$ cat config.mk
export PLATFORM = sky130hd
export DESIGN_NAME = tx_frame_packer
export DESIGN_NICKNAME = d
export VERILOG_FILES = /design/src/rtl/tfp_pkg.sv /design/src/rtl/tfp_byte_track.sv /design/src/rtl/tfp_wr_reg.sv /design/src/rtl/tx_frame_packer.sv
export SDC_FILE = /design/constraint.sdc
export NUM_CORES = 1
export LEC_CHECK = 0
export BUFFER_PORTS_ARGS = -buffer_cell sky130_fd_sc_hd__clkbuf_2
export CAP_MARGIN = 20
export CORE_MARGIN = 3
export CORE_UTILIZATION = 40
export CTS_CLUSTER_DIAMETER = 200
export DETAILED_ROUTE_END_ITERATION = 6
export GPL_TIMING_DRIVEN = 0
export PLACE_DENSITY = 0.61
export REMOVE_ABC_BUFFERS = 1
export SETUP_SLACK_MARGIN = 0.5
export SLEW_MARGIN = 25
export SYNTH_ARGS = -nofsm -noshare
export SYNTH_HDL_FRONTEND = slang
export SYNTH_SLANG_ARGS = --single-unit
$ cat constraint.sdc
create_clock -name clk -period 2.8 [get_ports clk]
set_clock_uncertainty 0.1 [all_clocks]
set_input_delay 0.28 -clock clk [delete_from_list [all_inputs] [get_ports clk]]
set_output_delay 0.28 -clock clk [all_outputs]
set_load 0.01 [all_outputs]
$ cat src/rtl/tfp_pkg.sv
package tfp_pkg;

    // Ethernet minimum payload length without FCS; must be even.
    localparam int MIN_FRAME_BYTES = 60;
    // Bytes added by status word, count word and control word.
    localparam int HDR_TAIL_BYTES  = 6;
    // Flag in the control word marking a lone trailing byte.
    localparam logic [15:0] ODD_BYTE_FLAG = 16'h2000;

    typedef enum logic [2:0] {
        PH_HEAD,   // waiting for a frame, emits the status word
        PH_BODY,   // accepting payload bytes
        PH_PAD,    // appending zero bytes up to the minimum
        PH_TAIL,   // emitting the control word
        PH_COUNT   // emitting the byte-count word and done
    } phase_e;

    typedef struct packed {
        logic        en;
        logic [15:0] data;
    } word_wr_t;

    function automatic logic [15:0] pack_pair(input logic [7:0] lo, input logic [7:0] hi);
        return {hi, lo};
    endfunction

    function automatic logic [15:0] tail_word(input logic odd, input logic [7:0] last_byte);
        return odd ? (ODD_BYTE_FLAG | {8'h00, last_byte}) : 16'h0000;
    endfunction

endpackage

$ cat src/rtl/tfp_byte_track.sv
module tfp_byte_track #(
    parameter int LEN_W     = 11,
    parameter int MAX_BYTES = 1514
) (
    input  logic             clk,
    input  logic             rst,
    input  logic             clr,
    input  logic [1:0]       step,
    input  logic             take,
    input  logic [7:0]       byte_in,
    output logic [LEN_W-1:0] cnt,
    output logic [7:0]       held
);

    always_ff @(posedge clk) begin
        if (rst) begin
            cnt  <= '0;
            held <= '0;
        end else begin
            if (clr) cnt <= '0;
            else     cnt <= cnt + LEN_W'(step);
            if (take) held <= byte_in;
        end
    end

    // padding never runs past the longest legal frame
    p_len_bound_r4: assert property (@(posedge clk) disable iff (rst)
        cnt <= LEN_W'(MAX_BYTES));

endmodule

$ cat src/rtl/tfp_wr_reg.sv
module tfp_wr_reg
    import tfp_pkg::*;
#(
    parameter int ADDR_W = 10
) (
    input  logic              clk,
    input  logic              rst,
    input  word_wr_t          nx_wr,
    input  logic [ADDR_W-1:0] nx_addr,
    input  logic              nx_done,
    input  logic [ADDR_W-1:0] nx_words,
    output logic              wr_en,
    output logic [ADDR_W-1:0] wr_addr,
    output logic [15:0]       wr_data,
    output logic              done,
    output logic [ADDR_W-1:0] done_words
);

    always_ff @(posedge clk) begin
        if (rst) begin
            wr_en      <= 1'b0;
            wr_addr    <= '0;
            wr_data    <= '0;
            done       <= 1'b0;
            done_words <= '0;
        end else begin
            wr_en      <= nx_wr.en;
            wr_addr    <= nx_addr;
            wr_data    <= nx_wr.data;
            done       <= nx_done;
            done_words <= nx_words;
        end
    end

    // the completion marker lasts exactly one cycle
    p_done_single_r9: assert property (@(posedge clk) disable iff (rst)
        done |=> !done);

endmodule

$ cat src/rtl/tx_frame_packer.sv
module tx_frame_packer
    import tfp_pkg::*;
#(
    parameter int MAX_BYTES = 1514,
    parameter int MIN_BYTES = MIN_FRAME_BYTES,
    localparam int LEN_W    = $clog2(MAX_BYTES + 1),
    localparam int ADDR_W   = $clog2(MAX_BYTES / 2 + 4)
) (
    input  logic              clk,
    input  logic              rst,
    input  logic              in_valid,
    input  logic [7:0]        in_data,
    input  logic              in_last,
    output logic              in_ready,
    output logic              wr_en,
    output logic [ADDR_W-1:0] wr_addr,
    output logic [15:0]       wr_data,
    output logic              done,
    output logic [ADDR_W-1:0] done_words
);

    phase_e            phase, phase_n;
    logic [LEN_W-1:0]  cnt;
    logic [7:0]        held;
    logic              clr, take;
    logic [1:0]        step;
    word_wr_t          nx_wr;
    logic [ADDR_W-1:0] nx_addr, nx_words, word_idx;
    logic              nx_done;
    logic [LEN_W:0]    cnt_after;

    assign word_idx  = ADDR_W'(cnt >> 1) + ADDR_W'(2);
    assign cnt_after = {1'b0, cnt} + (LEN_W+1)'(step);
    assign in_ready  = (phase == PH_BODY);

    always_ff @(posedge clk) begin
        if (rst) phase <= PH_HEAD;
        else     phase <= phase_n;
    end

    always_comb begin
        phase_n    = phase;
        clr        = 1'b0;
        take       = 1'b0;
        step       = 2'd0;
        nx_wr.en   = 1'b0;
        nx_wr.data = 16'h0000;
        nx_addr    = '0;
        nx_done    = 1'b0;
        nx_words   = '0;
        unique case (phase)
            PH_HEAD: begin
                if (in_valid) begin
                    nx_wr.en = 1'b1;
                    clr      = 1'b1;
                    phase_n  = PH_BODY;
                end
            end
            PH_BODY: begin
                if (in_valid) begin
                    step = 2'd1;
                    if (!cnt[0]) begin
                        take = 1'b1;
                    end else begin
                        nx_wr.en   = 1'b1;
                        nx_addr    = word_idx;
                        nx_wr.data = pack_pair(held, in_data);
                    end
                    if (in_last) begin
                        if (cnt_after < (LEN_W+1)'(MIN_BYTES)) phase_n = PH_PAD;
                        else                                   phase_n = PH_TAIL;
                    end
                end
            end
            PH_PAD: begin
                nx_wr.en = 1'b1;
                nx_addr  = word_idx;
                if (cnt[0]) begin
                    step       = 2'd1;
                    nx_wr.data = pack_pair(held, 8'h00);
                end else begin
                    step       = 2'd2;
                end
                if (cnt_after >= (LEN_W+1)'(MIN_BYTES)) phase_n = PH_TAIL;
            end
            PH_TAIL: begin
                nx_wr.en   = 1'b1;
                nx_addr    = word_idx;
                nx_wr.data = tail_word(cnt[0], held);
                phase_n    = PH_COUNT;
            end
            PH_COUNT: begin
                nx_wr.en   = 1'b1;
                nx_addr    = ADDR_W'(1);
                nx_wr.data = 16'(cnt) + 16'(HDR_TAIL_BYTES);
                nx_done    = 1'b1;
                nx_words   = word_idx + ADDR_W'(1);
                phase_n    = PH_HEAD;
            end
            default: phase_n = PH_HEAD;
        endcase
    end

    tfp_byte_track #(.LEN_W(LEN_W), .MAX_BYTES(MAX_BYTES)) u_track (
        .clk     (clk),
        .rst     (rst),
        .clr     (clr),
        .step    (step),
        .take    (take),
        .byte_in (in_data),
        .cnt     (cnt),
        .held    (held)
    );

    tfp_wr_reg #(.ADDR_W(ADDR_W)) u_wr (
        .clk        (clk),
        .rst        (rst),
        .nx_wr      (nx_wr),
        .nx_addr    (nx_addr),
        .nx_done    (nx_done),
        .nx_words   (nx_words),
        .wr_en      (wr_en),
        .wr_addr    (wr_addr),
        .wr_data    (wr_data),
        .done       (done),
        .done_words (done_words)
    );

    // payload acceptance opens together with the status-word write
    p_status_first_r2: assert property (@(posedge clk) disable iff (rst)
        $rose(in_ready) |-> (wr_en && wr_addr == '0 && wr_data == 16'h0000));

    // completion coincides with the count word at address 1
    p_done_on_count_r5: assert property (@(posedge clk) disable iff (rst)
        done |-> (wr_en && wr_addr == ADDR_W'(1)));

    // the control word is written in the cycle before completion
    p_tail_before_count_r6: assert property (@(posedge clk) disable iff (rst)
        done |-> $past(wr_en));

    // no byte is accepted while a frame is being closed
    p_ready_closed_r11: assert property (@(posedge clk) disable iff (rst)
        done |-> !in_ready);

endmodule

==> results of run 1 <==
[worst max path at each step]
| stage | startpoint | to | cells after the start |
|---|---|---|---|
| finish | phase[1] | phase[0] | 10 |
| global route | phase[1] | phase[0] | 10 |
| global placement | in_valid | u_track.held[0] | 5 |
| floorplan | phase[1] | phase[0] | 10 |
| detailed placement | phase[1] | phase[0] | 7 |
| CTS | phase[2] | phase[0] | 6 |
[layout make-up]
class | instances | share of cell area [%]
Timing Repair Buffer | 62 | 10.1
Sequential cell | 60 | 35.8
Clock buffer | 12 | 4.60
Tap cell | 77 | 2.86
Inverter | 9 | 1.08
Clock inverter | 4 | 1.41
Multi-Input combinational cell | 218 | 44.1
[flip-flops by register name, summed over array words and instances (netlist names)]
register,count
u_wr.wr_data,16
u_wr.done_words,10
u_track.cnt,11
u_track.held,8
phase,3
u_wr.done,1
u_wr.wr_addr,10
u_wr.wr_en,1
[cell families after synthesis]
group,count (synthesis),synth area share (%)
adder cells (fa/ha/maj),7,3.44
AO/OA/AOI/OAI,54,13.2
buffers and inverters,29,5.53
XOR/XNOR,23,7.97
flip-flops,60,43.5
AND/OR/NAND/NOR,125,22.9
multiplexers,9,3.44
[synthesized netlist by cell type (8+ instances only)]
master and count:
nor3_1 10, clkbuf_1 11, xnor2_1 9, xor2_1 13
mux2i_1 8, a22oi_1 10, a21oi_1 16, dfxtp_1 60
inv_1 9, nor2_1 60, nand2_1 13
[layer usage]
metal  track usage [%]  vias to the layer above  wire length (um)
li1                  -                     1166                 -
met1              22.7                     1044              2970
met2              23.5                       68              2860
met3              4.42                       11               325
met4              7.31                        0               106
met5                 0                        -                 0
[worst max-delay path: cells and delay by family, from the launching register on]
family                   cells  cell delay (ns)
AND/OR/NAND/NOR              5             0.75
flip-flops                   1             0.39
AO/OA/AOI/OAI                3             0.33
adder cells (fa/ha/maj)      2             0.64
[what timing repair did]
item / CTS / global route
resized for setup: 8 / 19
endpoints found under the setup margin: 27 / 27
pin swaps: 0 / 9
setup buffers: 0 / 11
[through the flow]
step	worst slack (ns)	cell area [um^2]	power [mW]	hold WS, ns	util, %
after detailed placement	0.218	3000	0.979	0.384	46.0
after global placement	0.231	2990	0.977	0.375	45.8
after CTS	0.471	3220	1.77	0.0693	49.4
final	0.481	3370	1.77	0.0738	51.6
after floorplan	0.518	2640	0.945	0.249	-
after global routing	0.355	3370	1.84	0.0748	51.6
[report_power, final]
part | switching (mW) | total (mW) | internal [mW]
clock | 0.340 | 0.797 | 0.456
sequential | 0.0112 | 0.875 | 0.864
combinational | 0.0576 | 0.100 | 0.0428
==> summary.md, run 1 <==
| Metric | Value |
|---|---|
| Worst vdd ir | `240 uV` |
| Core area | `about 0.0065 mm^2` |
| Async SR Flop Fraction | `0%` |
| CTS tree | `built` |
| Initial antenna violation count | `0` |
| Worst-path cell chain | `nor2b_4 > a22oi_2 > nor2_1 > ha_2 > fa_2 > nand2_4 > nor2_4 > or4_4 > o21ai_2 > a31oi_1` |
| Final setup viols | `0` |
| Hold endpoint | `u_wr.wr_data[15]` |
| Synth area leader | `dfxtp_1` |
| Ys Warns | `0` |
| Die Y | `89.1 um` |
| Period utilization | `82.8%` |
| Detailed Routing Iterations Pass 1 | `4` |
| Sink Count | `60` |
| Post-DR vias/cell | `a little over 5` |
| Setup TNS | `0 ns` |
| H-tree levels | `3` |
| Critical Path RT | `2.93 ns` |
| Sequential area share after synthesis | `43.5%` |
| Clock tree root driver cell | `clkbuf_8` |
| Outcome | `completed` |
| Post-synthesis cell type count | `59` |
| Layout Cells excl Fill | `around 440` |
| Max-slew headroom | `between 30% and 40%` |
| Slew Viols, Final | `0` |
| FF-to-FF setup slack | `0.48 ns` |
| Dpl cells | `between 400 and 500` |
| Area Growth Syn to Fin | `22.1%` |
| CP Capture Type | `register` |
| Min-delay worst type | `input pin to register` |
| Top post-synthesis cells by area | `dfxtp_1 (43%), nor2_1 (8.2%), xor2_1 (4.1%)` |
| Final min period | `around 2.3 ns` |
| IO Count | `slightly above 50` |
| Cts hold-fix bufs | `0` |
| Share of cells above drive strength 1 | `between 30% and 40%` |
| Fmax | `approximately 430 MHz` |
| Nets | `roughly 380` |
| Clock Path Buffers | `2` |
| Quantity of I/O buffers inserted on ports | `50` |
| Number of max-cap violations | `0` |
| Clock slew at reported path FFs | `approximately 0.07 ns` |
| Ant diodes | `0` |
| Vias in the first global route | `1,948` |
| Post-synthesis cell area | `approximately 0.0028 mm^2` |
| WL/cell | `approximately 14 um` |
| Crit path kind | `register to register` |
| Number of enable flip-flop cells after synthesis | `0` |
| Worst r2r path cells | `10` |
| Hold Crit Start | `in_data[7]` |
| Slowest cell on crit path | `or4_4` |
| TritonCTS Buffers | `9` |
| Total grt overflow | `0` |
| WP data arrival | `between 2 and 2.5 ns` |
| CP Launch Type | `register` |
| First-pass GRT wire length | `approximately 9.8 mm` |
| Gp weighted congestion | `0.767` |
| Unrepaired setup endpoints after global routing | `yes` |
| Residual DRC | `0` |
| Global-route usage over all layers | `between 15 and 20%` |
| Cell Pwr Density | `between 500 and 600 mW/mm^2` |
| Routed wire length | `roughly 6.3 mm` |
| Initial core utilization | `a little over two fifths` |
| Max FO, Critical Path | `5` |
| R2r startpoint | `phase[1]` |
| Max incr delay on CP | `about 0.48 ns` |
| Number of fill cells | `633` |
| Synth top area share | `between 40% and 50%` |
| FF/Latch Area | `approximately 0.0012 mm^2` |
| Lkg Pwr | `approximately 1.4 nW` |
| Final Hold Viols | `0` |
| ANT nets after route | `0` |
| Reg-to-Reg End | `phase[0]` |
| Hold path depth | `2` |
| Seq cells post-synth | `60` |
| DR iter-0 viols | `129` |
| Detailed-route via count | `approximately 2,300` |
| Post-Synthesis Cells | `roughly 310` |
| Worst-margin pin slew | `just over 0.9 ns` |
| Die area | `between 0.007 and 0.008 mm^2` |
| Top_reg_cell synth | `dfxtp_1` |
| HPWL reported at the end of detailed placement | `between 4 and 5 mm` |
| Rows | `29` |
| Later-pin clock latency in the skew report | `0.34 ns` |
| Die width | `between 80 and 90 um` |
| Multi-input gate area | `0.00149 mm^2` |
| Syn avg cell area | `between 8 and 9 um^2` |
| Largest net degree at the start of global routing | `18` |
| Most frequent cells in the layout | `nor2_1 (58), dfxtp_1 (58), clkbuf_2 (50), xor2_1 (13), a21oi_1 (13)` |
Note: power is estimated with default switching activity, not from simulation.
==> run 2, diff against run 1 <==
--- a/config.mk
+++ b/config.mk
@@ -5,6 +5,7 @@
 export SDC_FILE = /design/constraint.sdc
 export NUM_CORES = 1
 export LEC_CHECK = 0
+export ABC_AREA = 1
 export BUFFER_PORTS_ARGS = -buffer_cell sky130_fd_sc_hd__clkbuf_2
 export CAP_MARGIN = 20
 export CORE_MARGIN = 3
==> constraint.sdc (replaced) <==
create_clock -name clk -period 2.3 [get_ports clk]
set_clock_uncertainty 0.1 [all_clocks]
set_input_delay 0.23 -clock clk [delete_from_list [all_inputs] [get_ports clk]]
set_output_delay 0.23 -clock clk [all_outputs]
set_load 0.01 [all_outputs]
==> summary.md, run 2 <==
| Metric | Value |
|---|---|
| Outcome | `finished, violations left (was completed)` |
| Failing checks | `setup timing` |
| Commonest non-fill, non-tap cell in the layout | `nand2_1` |
| Residual DRC | `0 (unchanged)` |
| Syn avg cell area | `7.20 um^2 (was 9.00 um^2)` |
| Final WS setup | `-0.334 ns (was 0.481 ns)` |
| Lkg Pwr | `1.71 nW (was 1.37 nW)` |
| Layout Cells excl Fill | `542 (was 442)` |
| Global-route usage over all layers | `19.0% (was 16.3%)` |
| Seq cells post-synth | `60 (unchanged)` |
| DR iter-0 viols | `137 (was 129)` |
| Synth top area share | `46.1% (was 43.5%)` |
| First-pass GRT wire length | `11.1 mm (was 9.76 mm)` |
| Sink Count | `60 (unchanged)` |
| Initial antenna violation count | `0 (unchanged)` |
| Quantity of I/O buffers inserted on ports | `50 (unchanged)` |
| Final min period | `2.63 ns (was 2.32 ns)` |
| Die width | `86.7 um (was 89.1 um)` |
| Nets | `481 (was 379)` |
| Initial core utilization | `42.5% (was 42.3%)` |
| Largest net degree at the start of global routing | `17 (was 18)` |
| Slew Viols, Final | `0 (unchanged)` |
| Number of enable flip-flop cells after synthesis | `0 (unchanged)` |
| CP Capture Type | `register (unchanged)` |
| Hold_ws | `0.00814 ns (was 0.0738 ns)` |
| Final instance area | `0.00389 mm^2 (was 0.00337 mm^2)` |
| Worst-margin pin slew | `1.00 ns (was 0.924 ns)` |
| Critical Path RT | `2.44 ns (was 2.93 ns)` |
| Min-delay worst type | `input pin to register (unchanged)` |
| Post-synthesis cell area | `0.00261 mm^2 (was 0.00276 mm^2)` |
| Post-Synthesis Cells | `362 (was 307)` |
| WP data arrival | `2.77 ns (was 2.45 ns)` |
| Fmax | `380 MHz (was 431 MHz)` |
| TritonCTS Buffers | `9 (unchanged)` |
| ANT nets after route | `0 (unchanged)` |
| Rows | `28 (was 29)` |
| Core area | `0.00613 mm^2 (was 0.00653 mm^2)` |
| Most frequent cells in the layout | `nand2_1 (63), nor2_1 (57), clkbuf_2 (50), dfxtp_1 (50), inv_1 (31) (was nor2_1 (58), dfxtp_1 (58), clkbuf_2 (50), xor2_1 (13), a21oi_1 (13))` |
| Multi-input gate area | `0.00156 mm^2 (was 0.00149 mm^2)` |
| Dpl cells | `481 (was 415)` |
| Top flop regs | `u_wr.wr_data (16), u_track.cnt (11) (unchanged)` |
| Worst vdd ir | `405 uV (was 240 uV)` |
| WL/cell | `13.1 um (was 14.2 um)` |
| FF-to-FF setup slack | `-0.33 ns (was 0.48 ns)` |
| Most frequent cells after synthesis | `nand2_1 (81), nor2_1 (73), dfxtp_1 (60) (was dfxtp_1 (60), nor2_1 (60), a21oi_1 (16))` |
| Top reg by flops | `u_wr.wr_data (unchanged)` |
| Period utilization | `115% (was 82.8%)` |
| Later-pin clock latency in the skew report | `0.34 ns (about the same)` |
| Final Hold Viols | `0 (unchanged)` |
| Number of flip-flops in the largest register | `16 (unchanged)` |
| Number of max-cap violations | `0 (unchanged)` |
| Most frequent cell after synthesis | `nand2_1` |
| Crit path kind | `register to register (unchanged)` |
| Sequential area share after synthesis | `46.1% (was 43.5%)` |
| Detailed-route via count | `2,631 (was 2,289)` |
| Area Growth Syn to Fin | `49.2% (was 22.1%)` |
| Routed wire length | `7.11 mm (was 6.26 mm)` |
| Top_reg_cell synth | `dfxtp_1 (unchanged)` |
| Max FO, Critical Path | `4 (was 5)` |
| Ys Warns | `0 (unchanged)` |
| Detailed Routing Iterations Pass 1 | `4 (unchanged)` |
| Die area | `0.00752 mm^2 (was 0.00794 mm^2)` |
| CTS tree | `built (unchanged)` |
| HPWL reported at the end of detailed placement | `4.58 mm (was 4.22 mm)` |
| Vias in the first global route | `2,419 (was 1,948)` |
| Synth area leader | `dfxtp_1 (unchanged)` |
| Area after DPL | `0.00293 mm^2 (was 0.00300 mm^2)` |
| Clock slew at reported path FFs | `0.07 ns (about the same)` |
| Post-DR vias/cell | `4.85 (was 5.18)` |
| IO Count | `51 (unchanged)` |
| Total grt overflow | `0 (unchanged)` |
| Unrepaired setup endpoints after global routing | `yes (unchanged)` |
| Post-synthesis cell type count | `31 (was 59)` |
| Ant diodes | `0 (unchanged)` |
| H-tree levels | `3 (unchanged)` |
| Post-layout util | `63.4% (was 51.6%)` |
| Clock Path Buffers | `2 (unchanged)` |
| Number of fill cells | `495 (was 633)` |
| Final setup viols | `5 (was 0)` |
| Max-slew headroom | `32.9% (was 38.2%)` |
| Setup TNS | `-0.354 ns (was 0 ns)` |
| Cell Pwr Density | `614 mW/mm^2 (was 526 mW/mm^2)` |
| FF/Latch Area | `0.00122 mm^2 (was 0.00121 mm^2)` |
| Gp weighted congestion | `0.881 (was 0.767)` |
| Die Y | `86.7 um (was 89.1 um)` |
| Top post-synthesis cells by area | `dfxtp_1 (46%), nand2_1 (12%), nor2_1 (11%) (was dfxtp_1 (43%), nor2_1 (8.2%), xor2_1 (4.1%))` |
| CP Launch Type | `register (unchanged)` |
| Async SR Flop Fraction | `0% (unchanged)` |
| Share of cells above drive strength 1 | `42.0% (was 31.0%)` |
| Clock tree root driver cell | `clkbuf_8 (unchanged)` |
==> run 2: cell types whose count changed after synthesis, sizes merged, moves of 8 or more <==
cell,delta
inv,+32
nand2,+69
nor2,+21
nand3,+17
xor2,-8
o21ai,+11
mux2i,-8
xnor2,-8
clkbuf,-8
a22oi,-9
==> run 2: metal layers <==
metal	share of wire (%)	global-route usage [%]	vias to the layer above	wire, um
met5	0	0	-	0
met4	1.3	8.64	0	96
met3	3.3	4.47	11	233
met2	48	30.8	45	3440
met1	47	23.9	1234	3340
li1	-	-	1341	-
==> run 2: metrics by stage <==
stage	power [mW]	worst slack [ns]
2_1_floorplan	1.26	-0.318
3_3_place_gp	1.33	-0.595
5_1_grt	2.50	-0.571
4_1_cts	2.35	-0.215
6_report	2.39	-0.334
3_5_place_dp	1.34	-0.636
==> run 2: logic make-up after synthesis <==
logic type,Yosys count,share of synthesized area (%)
AOI/OAI and AO/OA,49,10.3
xor gates and xnor gates,7,2.64
and+or+nand+nor,190,30.2
adders and majority gates,7,3.65
DFF,60,46.1
buffers and inverters,49,7.11
==> run 2: report_power, final <==
| part | switching [mW] | internal [mW] |
|---|---|---|
| Combinational | 0.206 | 0.167 |
| Sequential | 0.0308 | 1.07 |
| Clock | 0.415 | 0.495 |
| Total | 0.651 | 1.74 |
==> run 2: worst paths after layout <==
| check | start | to | depth (start not counted) |
|---|---|---|---|
| setup / recovery | phase[2] | phase[0] | 23 |
| hold / removal | in_data[4] | u_wr.wr_data[12] | 3 |
| setup reg to reg | phase[2] | phase[0] | 23 |
| hold reg to reg | u_track.held[7] | u_wr.wr_data[7] | 2 |
==> run 2: repair_timing <==
action,4_1_cts,5_1_grt
pin swaps,11,31
gates resized for setup,61,59
hold buffers,2,0
hold endpoints to repair,2,0
setup buffers,21,22
endpoints found under the setup margin,49,47
==> run 2: cell type report <==
class                           instances  area share, %
Tap cell                               75           2.41
Timing Repair Buffer                   95           16.8
Clock inverter                          5           1.35
Inverter                               43           4.50
Sequential cell                        60           31.5
Multi-Input combinational cell        253           40.1
Clock buffer                           11           3.38
==> run 2: worst max-delay path, cell delays in order (launching register included) <==
cell	delay [ns]
dfxtp_4	0.36
nor2_4	0.13
inv_2	0.06
nor2_4	0.11
inv_2	0.06
nor2_4	0.09
inv_2	0.05
nand2_1	0.05
ha_2	0.18
fa_2	0.25
nand2_4	0.07
nor2_4	0.16
buf_6	0.12
nand2_2	0.04
nand2_1	0.06
nand2_1	0.06
inv_2	0.06
nand2_2	0.06
nor2_2	0.13
nand3_1	0.08
nand2_1	0.09
nand2_1	0.06
nand2_1	0.05
nor2_1	0.05
==> run 3, diff against run 2 <==
--- a/config.mk
+++ b/config.mk
@@ -12,7 +12,6 @@
 export CORE_UTILIZATION = 40
 export CTS_CLUSTER_DIAMETER = 200
 export DETAILED_ROUTE_END_ITERATION = 6
-export GPL_TIMING_DRIVEN = 0
 export PLACE_DENSITY = 0.61
 export REMOVE_ABC_BUFFERS = 1
 export SETUP_SLACK_MARGIN = 0.5
==> summary.md, run 3 (synthesis results as in run 2) <==
| Metric | Value |
|---|---|
| Worst-margin pin slew | `0.410 ns (was 1.00 ns)` |
| Area Growth Syn to Fin | `62.0% (was 49.2%)` |
| Max FO, Critical Path | `9 (was 4)` |
| Crit path depth | `17 (was 23)` |
| Gp weighted congestion | `0.811 (was 0.881)` |
| Sink Count | `60 (unchanged)` |
| Worst r2r path cells | `17 (was 23)` |
| Nets | `520 (was 481)` |
| H-tree levels | `3 (unchanged)` |
| Lkg Pwr | `1.93 nW (was 1.71 nW)` |
| Hold_ws | `0.0188 ns (was 0.00814 ns)` |
| Die area | `0.00752 mm^2 (unchanged)` |
| Post-DR vias/cell | `5.01 (was 4.85)` |
| Global-route usage over all layers | `21.9% (was 19.0%)` |
| Final instance area | `0.00422 mm^2 (was 0.00389 mm^2)` |
| Number of max-cap violations | `0 (unchanged)` |
| Worst-path cell chain | `nor2_2 > inv_1 > nor2_2 > inv_2 > buf_4 > buf_6 > buf_4 > buf_6 > buf_4 > buf_4 > buf_6 > buf_6 > buf_4 > buf_6 > a31oi_4 > o21ai_4 > nor2_1 (was nor2_4 > inv_2 > nor2_4 > inv_2 > nor2_4 > inv_2 > nand2_1 > ha_2 > fa_2 > nand2_4 > nor2_4 > buf_6 > nand2_2 > nand2_1 > nand2_1 > inv_2 > nand2_2 > nor2_2 > nand3_1 > nand2_1 > nand2_1 > nand2_1 > nor2_1)` |
| Outcome | `finished, violations left (unchanged)` |
| CP Launch Type | `register (unchanged)` |
| Post-layout util | `68.9% (was 63.4%)` |
| Residual DRC | `0 (unchanged)` |
| Vias in the first global route | `2,750 (was 2,419)` |
| Unrepaired setup endpoints after global routing | `yes (unchanged)` |
| Total grt overflow | `0 (unchanged)` |
| Area after DPL | `0.00317 mm^2 (was 0.00293 mm^2)` |
| R2r startpoint | `phase[1] (was phase[2])` |
| Later-pin clock latency in the skew report | `0.34 ns (about the same)` |
| WL/cell | `14.4 um (was 13.1 um)` |
| HPWL reported at the end of detailed placement | `4.92 mm (was 4.58 mm)` |
| Routed wire length | `8.37 mm (was 7.11 mm)` |
| Critical Path RT | `2.48 ns (was 2.44 ns)` |
| FF-to-FF setup slack | `-0.37 ns (was -0.33 ns)` |
| Quantity of I/O buffers inserted on ports | `50 (unchanged)` |
| Pre-CTS setup slack | `-0.263 ns (was -0.636 ns)` |
| Min-delay worst type | `input pin to register (unchanged)` |
| Clock Path Buffers | `2 (unchanged)` |
| Detailed-route via count | `2,903 (was 2,631)` |
| Core area | `0.00613 mm^2 (unchanged)` |
| Clock slew at reported path FFs | `0.07 ns (about the same)` |
| Initial antenna violation count | `0 (unchanged)` |
| Die Y | `86.7 um (unchanged)` |
| First-pass GRT wire length | `12.7 mm (was 11.1 mm)` |
| Top delay family on crit path | `buffers and inverters (was simple AND/OR/NAND/NOR gates)` |
| Top reg by flops | `u_wr.wr_data (unchanged)` |
| ANT nets after route | `0 (unchanged)` |
| CTS tree | `built (unchanged)` |
| CP startpoint | `phase[1] (was phase[2])` |
| TritonCTS Buffers | `9 (unchanged)` |
| Worst Setup EP | `u_wr.wr_addr[3] (was phase[0])` |
| Largest net degree at the start of global routing | `17 (unchanged)` |
| WP data arrival | `2.85 ns (was 2.77 ns)` |
| Rows | `28 (unchanged)` |
| Die width | `86.7 um (unchanged)` |
| Initial core utilization | `42.5% (unchanged)` |
| Top flop regs | `u_wr.wr_data (16), u_track.cnt (11) (unchanged)` |
| Worst vdd ir | `420 uV (was 405 uV)` |
| Slew Viols, Final | `0 (unchanged)` |
| Clock tree root driver cell | `clkbuf_8 (unchanged)` |
| Final WS setup | `-0.370 ns (was -0.334 ns)` |
| Final min period | `2.67 ns (was 2.63 ns)` |
| Detailed Routing Iterations Pass 1 | `4 (unchanged)` |
| Fmax | `375 MHz (was 380 MHz)` |
| Failing checks | `setup timing (unchanged)` |
| Most frequent cells in the layout | `buf_4 (65), nand2_1 (60), nor2_1 (54), dfxtp_1 (51), clkbuf_2 (49) (was nand2_1 (63), nor2_1 (57), clkbuf_2 (50), dfxtp_1 (50), inv_1 (31))` |
| Max-slew headroom | `72.7% (was 32.9%)` |
| Share of cells above drive strength 1 | `49.3% (was 42.0%)` |
| Reg-to-Reg End | `u_wr.wr_addr[3] (was phase[0])` |
| Final Total Pwr | `2.58 mW (was 2.39 mW)` |
| CP Capture Type | `register (unchanged)` |
| Slowest cell on crit path | `dfxtp_2 (was dfxtp_4)` |
| IO Count | `51 (unchanged)` |
| Crit path kind | `register to register (unchanged)` |
| Period utilization | `116% (was 115%)` |
| Number of flip-flops in the largest register | `16 (unchanged)` |
| Cell Pwr Density | `610 mW/mm^2 (was 614 mW/mm^2)` |
| Final setup viols | `18 (was 5)` |
| Max incr delay on CP | `0.33 ns (was 0.36 ns)` |
| Ant diodes | `0 (unchanged)` |
| Buffers & Inverters on Critical Path | `12 (was 5)` |
| Commonest non-fill, non-tap cell in the layout | `buf_4 (was nand2_1)` |
| DR iter-0 viols | `167 (was 137)` |
| Final Hold Viols | `0 (unchanged)` |
==> run 3: cell types whose count changed in the layout (fill, tap and decap cells not counted), moves of 2 or more <==
cell	delta
inv_4	-2
buf_6	+5
buf_4	+36
nor2_4	+2
o21ai_1	-2
nand2_1	-3
nor2_1	-3
inv_1	-5
clkbuf_1	-2
nand2_4	+2
inv_2	+5
clkinv_2	+2
==> run 3: worst register-to-register path: stages, from the launching register on <==
cell	delay [ns]
dfxtp_2	0.33
nor2_2	0.15
inv_1	0.08
nor2_2	0.16
inv_2	0.07
buf_4	0.14
buf_6	0.10
buf_4	0.12
buf_6	0.10
buf_4	0.12
buf_4	0.12
buf_6	0.11
buf_6	0.10
buf_4	0.12
buf_6	0.11
a31oi_4	0.25
o21ai_4	0.17
nor2_1	0.14
==> run 3: how the worst min path moves through the flow <==
stage                                from                to  slack [ns]  cells past startpoint
after floorplan                       rst   u_track.held[5]        0.20                      1
after detailed placement  u_track.held[4]   u_wr.wr_data[4]        0.36                      2
final                          in_data[7]  u_wr.wr_data[15]        0.02                      3
after CTS                      in_data[7]  u_wr.wr_data[15]       0.009                      3
after global routing           in_data[7]  u_wr.wr_data[15]        0.03                      3
after global placement    u_track.held[4]   u_wr.wr_data[4]        0.35                      2
==> run 3: power by group <==
part	leakage, nW	switching [mW]	total [mW]	internal (mW)
Clock	0.0917	0.436	0.844	0.408
Sequential	0.490	0.0272	1.10	1.07
Combinational	1.35	0.291	0.633	0.342
Total	1.93	0.754	2.58	1.82
==> run 3: what timing repair did <==
action / in CTS / in global routing
pin swaps: 11 / 26
setup endpoints to repair: 33 / 54
gates resized for setup: 57 / 86
hold buffers: 2 / 0
hold endpoints to repair: 2 / 0
buffers inserted: 37 / 13
==> run 3: final cells by class <==
| cell class | count | area (um^2) |
|---|---|---|
| clock buffers | 10 | 138 |
| clock inverters | 5 | 28.8 |
| fillers | 488 | 1910 |
| inverters | 43 | 176 |
| multi-input cells | 253 | 1610 |
| flip-flops and latches | 60 | 1220 |
| well taps | 75 | 93.8 |
| repair buffers | 134 | 956 |
==> run 3: per-layer routing <==
| layer | part of all wire [%] | up-vias | track usage [%] | wire length, um |
|---|---|---|---|---|
| li1 | - | 1418 | - | - |
| met1 | 41 | 1354 | 26.6 | 3410 |
| met2 | 51 | 102 | 37.6 | 4230 |
| met3 | 5.1 | 29 | 5.51 | 428 |
| met4 | 3.5 | 0 | 7.79 | 297 |
| met5 | 0 | - | 0 | 0 |
==> run 3: stage by stage <==
step	instances	setup TNS, ns
final	580	-5.38
after global routing	580	-6.79
after CTS	567	-0.183
after detailed placement	513	-0.263
after global placement	513	-0.151
after floorplan	356	-0.318
